<file path="src/rtl/pcm_rx_pkg.sv">
// Shared constants and types for the serial PCM receiver.
package pcm_rx_pkg;
    localparam int PCM_MAX_W = 18;   // widest supported sample
    localparam int PCM_MIN_W = 16;   // narrow sample width

    typedef enum logic {
        FRAME_RJ  = 1'b0,
        FRAME_I2S = 1'b1
    } frame_t;
endpackage

</file>
<file path="src/rtl/pcm_wclk_track.sv">
// Word-clock tracker: registers the word clock and flags the cycle in which
// a level change is first sampled. It also reports whether the previous and
// the current sampled levels denote the left channel.
// Assumes the word clock is synchronous to the bit clock.
module pcm_wclk_track
    import pcm_rx_pkg::*;
(
    input  logic   clk,
    input  logic   rst_n,
    input  logic   wclk,
    input  frame_t frame,
    input  logic   invert,
    output logic   wc_flip,
    output logic   left_prev,
    output logic   left_now
);
    logic wclk_q;
    logic primed;
    logic left_level;

    // Level that marks the left channel; polarity swap applies to RJ only.
    assign left_level = (frame == FRAME_I2S) ? 1'b0 : ~invert;

    // Remember last sampled word-clock level; primed blocks a false flip after reset.
    always_ff @(posedge clk) begin
        if (!rst_n) begin
            wclk_q <= 1'b0;
            primed <= 1'b0;
        end else begin
            wclk_q <= wclk;
            primed <= 1'b1;
        end
    end

    assign wc_flip   = primed && (wclk != wclk_q);
    assign left_prev = (wclk_q == left_level);
    assign left_now  = (wclk == left_level);

    // label group: a reported flip must really change the registered level.
    a_r3_flip_changes_level: assert property (@(posedge clk) disable iff (!rst_n)
        wc_flip |=> (wclk_q != $past(wclk_q)));
endmodule

</file>
<file path="src/rtl/pcm_rj_capture.sv">
// Right-justified capture: shifts every data bit in continuously. On each
// word-clock flip it emits the last N bits as the word of the half that just
// ended. Assumes a half period holds at least N bits.
module pcm_rj_capture #(
    parameter int MAX_W = pcm_rx_pkg::PCM_MAX_W,
    parameter int MIN_W = pcm_rx_pkg::PCM_MIN_W
) (
    input  logic             clk,
    input  logic             rst_n,
    input  logic             sdata,
    input  logic             wide,
    input  logic             wc_flip,
    input  logic             left_prev,
    output logic             cap_stb,
    output logic             cap_left,
    output logic [MAX_W-1:0] cap_word
);
    localparam int PAD_W = MAX_W - MIN_W;

    logic [MAX_W-1:0] shreg;

    // Free-running shift register holding the most recent MAX_W bits.
    always_ff @(posedge clk) begin
        if (!rst_n) shreg <= '0;
        else        shreg <= {shreg[MAX_W-2:0], sdata};
    end

    // Word of the finished half is taken before this cycle's shift.
    always_comb begin
        cap_stb  = wc_flip;
        cap_left = left_prev;
        cap_word = wide ? shreg : {shreg[MIN_W-1:0], {PAD_W{1'b0}}};
    end
endmodule

</file>
<file path="src/rtl/pcm_i2s_capture.sv">
// I2S capture: after a word-clock flip, skips one bit and then collects N
// bits MSB first. Later bits are ignored until the next flip. The counter
// rests at MAX_W when idle, so nothing is captured before the first flip.
module pcm_i2s_capture #(
    parameter int MAX_W = pcm_rx_pkg::PCM_MAX_W,
    parameter int MIN_W = pcm_rx_pkg::PCM_MIN_W
) (
    input  logic             clk,
    input  logic             rst_n,
    input  logic             sdata,
    input  logic             wide,
    input  logic             wc_flip,
    input  logic             left_now,
    output logic             cap_stb,
    output logic             cap_left,
    output logic [MAX_W-1:0] cap_word
);
    localparam int PAD_W = MAX_W - MIN_W;
    localparam int CNT_W = $clog2(MAX_W + 1);
    localparam logic [CNT_W-1:0] MAX_C = CNT_W'(MAX_W);
    localparam logic [CNT_W-1:0] MIN_C = CNT_W'(MIN_W);

    logic [CNT_W-1:0] bit_cnt;
    logic [CNT_W-1:0] n_bits;
    logic [MAX_W-1:0] shreg;
    logic [MAX_W-1:0] next_sh;
    logic             collecting;

    assign n_bits     = wide ? MAX_C : MIN_C;
    assign collecting = !wc_flip && (bit_cnt < n_bits);
    assign next_sh    = {shreg[MAX_W-2:0], sdata};

    // Bit counter: cleared by a flip (that bit is skipped), runs up to N.
    always_ff @(posedge clk) begin
        if (!rst_n)          bit_cnt <= MAX_C;
        else if (wc_flip)    bit_cnt <= '0;
        else if (collecting) bit_cnt <= bit_cnt + 1'b1;
    end

    // Shift register loads only while a word is being collected.
    always_ff @(posedge clk) begin
        if (!rst_n)          shreg <= '0;
        else if (collecting) shreg <= next_sh;
    end

    // Word completes on the cycle its N-th bit is sampled.
    always_comb begin
        cap_stb  = collecting && (bit_cnt == n_bits - 1'b1);
        cap_left = left_now;
        cap_word = wide ? next_sh : {next_sh[MIN_W-1:0], {PAD_W{1'b0}}};
    end

    // the counter never runs past the widest word.
    a_r5_count_bounded: assert property (@(posedge clk) disable iff (!rst_n)
        bit_cnt <= MAX_C);
endmodule

</file>
<file path="src/rtl/pcm_pair_out.sv">
// Pair assembler: holds the latest left word. When a right word arrives, it
// publishes both words together with a one-cycle valid strobe.
module pcm_pair_out #(
    parameter int MAX_W = pcm_rx_pkg::PCM_MAX_W
) (
    input  logic             clk,
    input  logic             rst_n,
    input  logic             cap_stb,
    input  logic             cap_left,
    input  logic [MAX_W-1:0] cap_word,
    output logic [MAX_W-1:0] left_out,
    output logic [MAX_W-1:0] right_out,
    output logic             pair_valid
);
    logic [MAX_W-1:0] left_hold;

    // Keep the most recent left word until its right partner completes.
    always_ff @(posedge clk) begin
        if (!rst_n)                  left_hold <= '0;
        else if (cap_stb && cap_left) left_hold <= cap_word;
    end

    // Publish the pair and strobe valid for one cycle on a right word.
    always_ff @(posedge clk) begin
        if (!rst_n) begin
            left_out   <= '0;
            right_out  <= '0;
            pair_valid <= 1'b0;
        end else if (cap_stb && !cap_left) begin
            left_out   <= left_hold;
            right_out  <= cap_word;
            pair_valid <= 1'b1;
        end else begin
            pair_valid <= 1'b0;
        end
    end

    // strobe is a single-cycle pulse.
    a_r7_single_pulse: assert property (@(posedge clk) disable iff (!rst_n)
        pair_valid |=> !pair_valid);

    // outputs only move together with a strobe.
    a_r7_hold_between: assert property (@(posedge clk) disable iff (!rst_n)
        !pair_valid |-> ($stable(left_out) && $stable(right_out)));
endmodule

</file>
<file path="src/rtl/pcm_serial_rx.sv">
// Serial PCM receiver top: tracks the word clock, runs both framing capture
// engines and forwards the selected one into the pair assembler.
// Assumes configuration inputs are static while a stream is running.
module pcm_serial_rx
    import pcm_rx_pkg::*;
#(
    parameter int MAX_W = PCM_MAX_W,
    parameter int MIN_W = PCM_MIN_W
) (
    input  logic             clk,
    input  logic             rst_n,
    input  logic             wclk,
    input  logic             sdata,
    input  logic             frame_i2s,
    input  logic             word18,
    input  logic             wclk_invert,
    output logic [MAX_W-1:0] left_out,
    output logic [MAX_W-1:0] right_out,
    output logic             pair_valid
);
    frame_t           frame;
    logic             wc_flip, left_prev, left_now;
    logic             rj_stb, rj_left, i2s_stb, i2s_left;
    logic [MAX_W-1:0] rj_word, i2s_word;
    logic             cap_stb, cap_left;
    logic [MAX_W-1:0] cap_word;

    assign frame = frame_t'(frame_i2s);

    pcm_wclk_track u_track (
        .clk(clk), .rst_n(rst_n), .wclk(wclk), .frame(frame),
        .invert(wclk_invert), .wc_flip(wc_flip),
        .left_prev(left_prev), .left_now(left_now)
    );

    pcm_rj_capture #(.MAX_W(MAX_W), .MIN_W(MIN_W)) u_rj (
        .clk(clk), .rst_n(rst_n), .sdata(sdata), .wide(word18),
        .wc_flip(wc_flip), .left_prev(left_prev),
        .cap_stb(rj_stb), .cap_left(rj_left), .cap_word(rj_word)
    );

    pcm_i2s_capture #(.MAX_W(MAX_W), .MIN_W(MIN_W)) u_i2s (
        .clk(clk), .rst_n(rst_n), .sdata(sdata), .wide(word18),
        .wc_flip(wc_flip), .left_now(left_now),
        .cap_stb(i2s_stb), .cap_left(i2s_left), .cap_word(i2s_word)
    );

    // Select the capture engine for the configured framing.
    always_comb begin
        if (frame == FRAME_I2S) begin
            cap_stb  = i2s_stb;
            cap_left = i2s_left;
            cap_word = i2s_word;
        end else begin
            cap_stb  = rj_stb;
            cap_left = rj_left;
            cap_word = rj_word;
        end
    end

    pcm_pair_out #(.MAX_W(MAX_W)) u_pair (
        .clk(clk), .rst_n(rst_n), .cap_stb(cap_stb), .cap_left(cap_left),
        .cap_word(cap_word), .left_out(left_out), .right_out(right_out),
        .pair_valid(pair_valid)
    );

    // a strobe is always preceded by a completed right word.
    a_r8_valid_after_right: assert property (@(posedge clk) disable iff (!rst_n)
        pair_valid |-> $past(cap_stb && !cap_left));
endmodule

</file>
<file path="config.mk">
export PLATFORM = sky130hd
export DESIGN_NAME = pcm_serial_rx
export DESIGN_NICKNAME = d
export VERILOG_FILES = /design/src/rtl/pcm_rx_pkg.sv /design/src/rtl/pcm_wclk_track.sv /design/src/rtl/pcm_rj_capture.sv /design/src/rtl/pcm_i2s_capture.sv /design/src/rtl/pcm_pair_out.sv /design/src/rtl/pcm_serial_rx.sv
export SDC_FILE = /design/constraint.sdc
export NUM_CORES = 1
export LEC_CHECK = 0
export BUFFER_PORTS_ARGS = -buffer_cell sky130_fd_sc_hd__buf_2
export CAP_MARGIN = 20
export CORE_ASPECT_RATIO = 0.6
export CORE_MARGIN = 5
export CORE_UTILIZATION = 56
export CTS_CLUSTER_DIAMETER = 40
export CTS_CLUSTER_SIZE = 20
export DETAILED_ROUTE_END_ITERATION = 12
export PLACE_DENSITY = 0.77
export SYNTH_ARGS = -nofsm -noshare
export SYNTH_HDL_FRONTEND = slang
export SYNTH_SLANG_ARGS = --single-unit
</file>
<file path="constraint.sdc">
create_clock -name clk -period 2.6 [get_ports clk]
set_input_delay 0.39 -clock clk [delete_from_list [all_inputs] [get_ports clk]]
set_output_delay 0.39 -clock clk [all_outputs]
set_load 0.02 [all_outputs]
</file>
==> out/qor.txt <==
Status -> finished, final reports clean
EDFF count, synth -> 0
Worst clock skew -> 8.351 ps
Placed cells -> 521
Final Slew Violations -> 0
Final hold violations -> 0
# DRC -> 0
Later-pin clock latency in the skew report -> 350 ps
WS Path Type -> flop to flop
WL/cell -> 14.80 um
Met1 Usage GRT -> 0.2487
Final GP Congestion -> 0.7902
Fill count -> 578
Share of layout cells above drive strength 1 -> 0.1622
Power Density -> 666.9 mW/mm2
Ranking of synthesized cells by area -> dfxtp_1 48%, mux2i_1 17%, nand2_1 5.3%
Number of antenna violations at the first check in global routing -> 0
F_max -> 0.4846 GHz
Cell with the most instances after synthesis -> dfxtp_1
Mapped Area -> 0.004009 mm2
Setup crit end kind -> flop
Met2 Use GR -> 0.3002
Final Non-Filler Cells -> 537
GR peak layer -> met2
Cts repair resizes -> 0
Syn. warnings -> 0
GRT overflow -> 0
Fraction of registers with async set/reset -> 0
CP cell instances -> inv_1, ha_1, or3b_1, a22o_1, o21a_1, nor2_8, buf_12, mux2i_1
Setup Viol. Count Final -> 0
Clock period minus worst slack -> 2064 ps
Initial core utilization -> 0.5878
Core Util, Final -> 0.6691
CP max stage delay -> 390 ps
Row Count -> 23
Nets@finish -> 454
Dpl hpwl -> 5.382 mm
Routed vias -> 2969
Post-synthesis cell type count -> 34
Routing usage on met3 -> 0.06751
Slowest cell on the critical path -> or3b_1
Die height -> 75.54 um
Max-cap violations -> 0
H-tree Lvls -> 3
CP max FO -> 36
Total Wirelength -> 7.946 mm
1st-pass router iterations -> 4
CP arrival -> 2340 ps
Largest area contributor in the netlist -> dfxtp_1
Core area -> 0.006820 mm2
Tot GR Track Use -> 0.1901
CP Launch Type -> flop
Slew HR -> 0.5470
Hold/Removal Path Class -> primary input to flop
Top cells by count, synth -> 97 x dfxtp_1, 70 x mux2i_1, 57 x nand2_1, 34 x o21ai_0, 22 x clkbuf_1
Peak supply drop -> 0.3611 mV
Floorplan die width -> 119.2 um
Syn Nets -> 422
Setup_tns -> 0 ps
Root buf cell -> clkbuf_16
Clk sinks -> 97
Number of global-route vias before repair -> 2908
First-pass GRT wire length -> 13.61 mm
Clk buf depth -> 2
Top_reg_cell synth -> dfxtp_1
Die ar. -> 0.009006 mm2
DR vias/cell -> 5.529
Hold-fix buffers, CTS -> 0
Mapped Cells -> 413
Final period util -> 0.7937
CTS tree -> done
WP data required -> 2880 ps
FF+latch count, synth -> 97
Top-area cell type share of the netlist area -> 0.4844
Drt first-iter violations -> 220
Setup bufs post-CTS -> 0
Largest net degree at the start of global routing -> 77
Ports -> 44
Slew @ Worst Pin -> 679.6 ps
Port Buf Inserts -> 43
Pleak -> 1.898 nW
CTS Buf Count -> 9
Clock transition at path regs -> 70 ps
RSZ-0062 raised after global routing -> no
Area growth from synthesis to layout -> 13.83%
Multi-input gate area -> 0.001886 mm2
Tightest hold margin -> 286.5 ps
Total power -> 3.043 mW
Post-synthesis average cell area -> 9.707 um2
Sequential Area -> 0.001942 mm2
Diodes inserted -> 0
Post-route antenna net violation count -> 0
Sequential cell area fraction in the yosys report -> 0.4844
-- kinds of logic after synthesis --
kind of cell,count (synthesis),share of synthesized area
flip-flops,97,0.4844
multiplexers,72,0.1804
AO/OA/AOI/OAI,60,0.08989
AND/OR/NAND/NOR,142,0.1829
buffers and inverters,35,0.04526
adder cells (fa/ha/maj),2,0.006241
XOR/XNOR,5,0.01092
-- where the power goes --
| part | total (mW) | leakage (nW) | internal, mW | switching (mW) |
|---|---|---|---|---|
| clock | 1.31 | 0.143 | 0.749 | 0.561 |
| sequential | 1.51 | 0.783 | 1.50 | 0.0125 |
| combinational | 0.221 | 0.972 | 0.0844 | 0.137 |
-- final timing paths --
kind                                startpoint  slack (ps)                                end  cells past startpoint
max              u_i2s.bit_cnt[1]$_SDFFE_PN1P_         540    u_pair.left_out[3]$_SDFFE_PN0P_                      8
min                                      sdata         290           u_rj.shreg[0]$_SDFF_PN0_                      2
max reg2reg      u_i2s.bit_cnt[1]$_SDFFE_PN1P_         540    u_pair.left_out[3]$_SDFFE_PN0P_                      8
min reg2reg  u_pair.right_out[13]$_SDFFE_PN0P_         450  u_pair.right_out[13]$_SDFFE_PN0P_                      2
-- worst max-delay path: cells and delay by family (launching register included) --
| kind | cells | cell delay, ps |
|---|---|---|
| AO/OA/AOI/OAI | 2 | 510 |
| flip-flops | 1 | 340 |
| AND/OR/NAND/NOR | 2 | 500 |
| buffers and inverters | 2 | 280 |
| multiplexers | 1 | 220 |
| adder cells (fa/ha/maj) | 1 | 120 |
-- metrics by stage --
stage / instance area [um2] / worst slack, ps
after floorplan: 4009 / 523.4
after global placement: 4269 / 460.6
after detailed placement: 4269 / 384.6
after CTS: 4563 / 528.6
after global routing: 4563 / 382.4
final: 4563 / 536.4
-- sequential cells by signal, indices dropped and copies added (netlist names) --
register           count
u_i2s.shreg           17
u_pair.left_hold      18
u_pair.pair_valid      1
u_pair.right_out      18
u_pair.left_out       18
u_rj.shreg            18
u_track.primed         1
u_i2s.bit_cnt          5
u_track.wclk_q         1
-- layout make-up --
cell class / instances / area share
clock buffer: 10 / 0.05018
clock inverter: 6 / 0.01426
inverter: 2 / 0.001645
multi-input combinational: 281 / 0.4132
sequential: 97 / 0.4256
tap: 87 / 0.02386
timing repair buffer: 54 / 0.07129
-- layout by cell type, fill, tap and decap left out, types with 2 or more instances in the layout --
| master | instances |
|---|---|
| a21oi_1 | 3 |
| nand2_1 | 57 |
| mux2_2 | 2 |
| ha_1 | 2 |
| nor2b_1 | 17 |
| buf_12 | 2 |
| nor2_1 | 6 |
| nor4bb_1 | 2 |
| mux2i_1 | 70 |
| o21ai_0 | 34 |
| clkbuf_16 | 9 |
| nand3_1 | 18 |
| buf_2 | 42 |
| buf_4 | 10 |
| inv_1 | 2 |
| and2_1 | 20 |
| clkinv_2 | 2 |
| a21boi_0 | 16 |
| inv_6 | 2 |
| xor2_1 | 4 |
| nand4_1 | 17 |
| dfxtp_1 | 97 |
-- layer usage --
metal / vias up / share of wire
met5: - / 0
met2: 61 / 0.43
met4: 0 / 0.011
met1: 1393 / 0.51
met3: 11 / 0.049
li1: 1504 / -
Note: power is estimated with default switching activity, not from simulation.
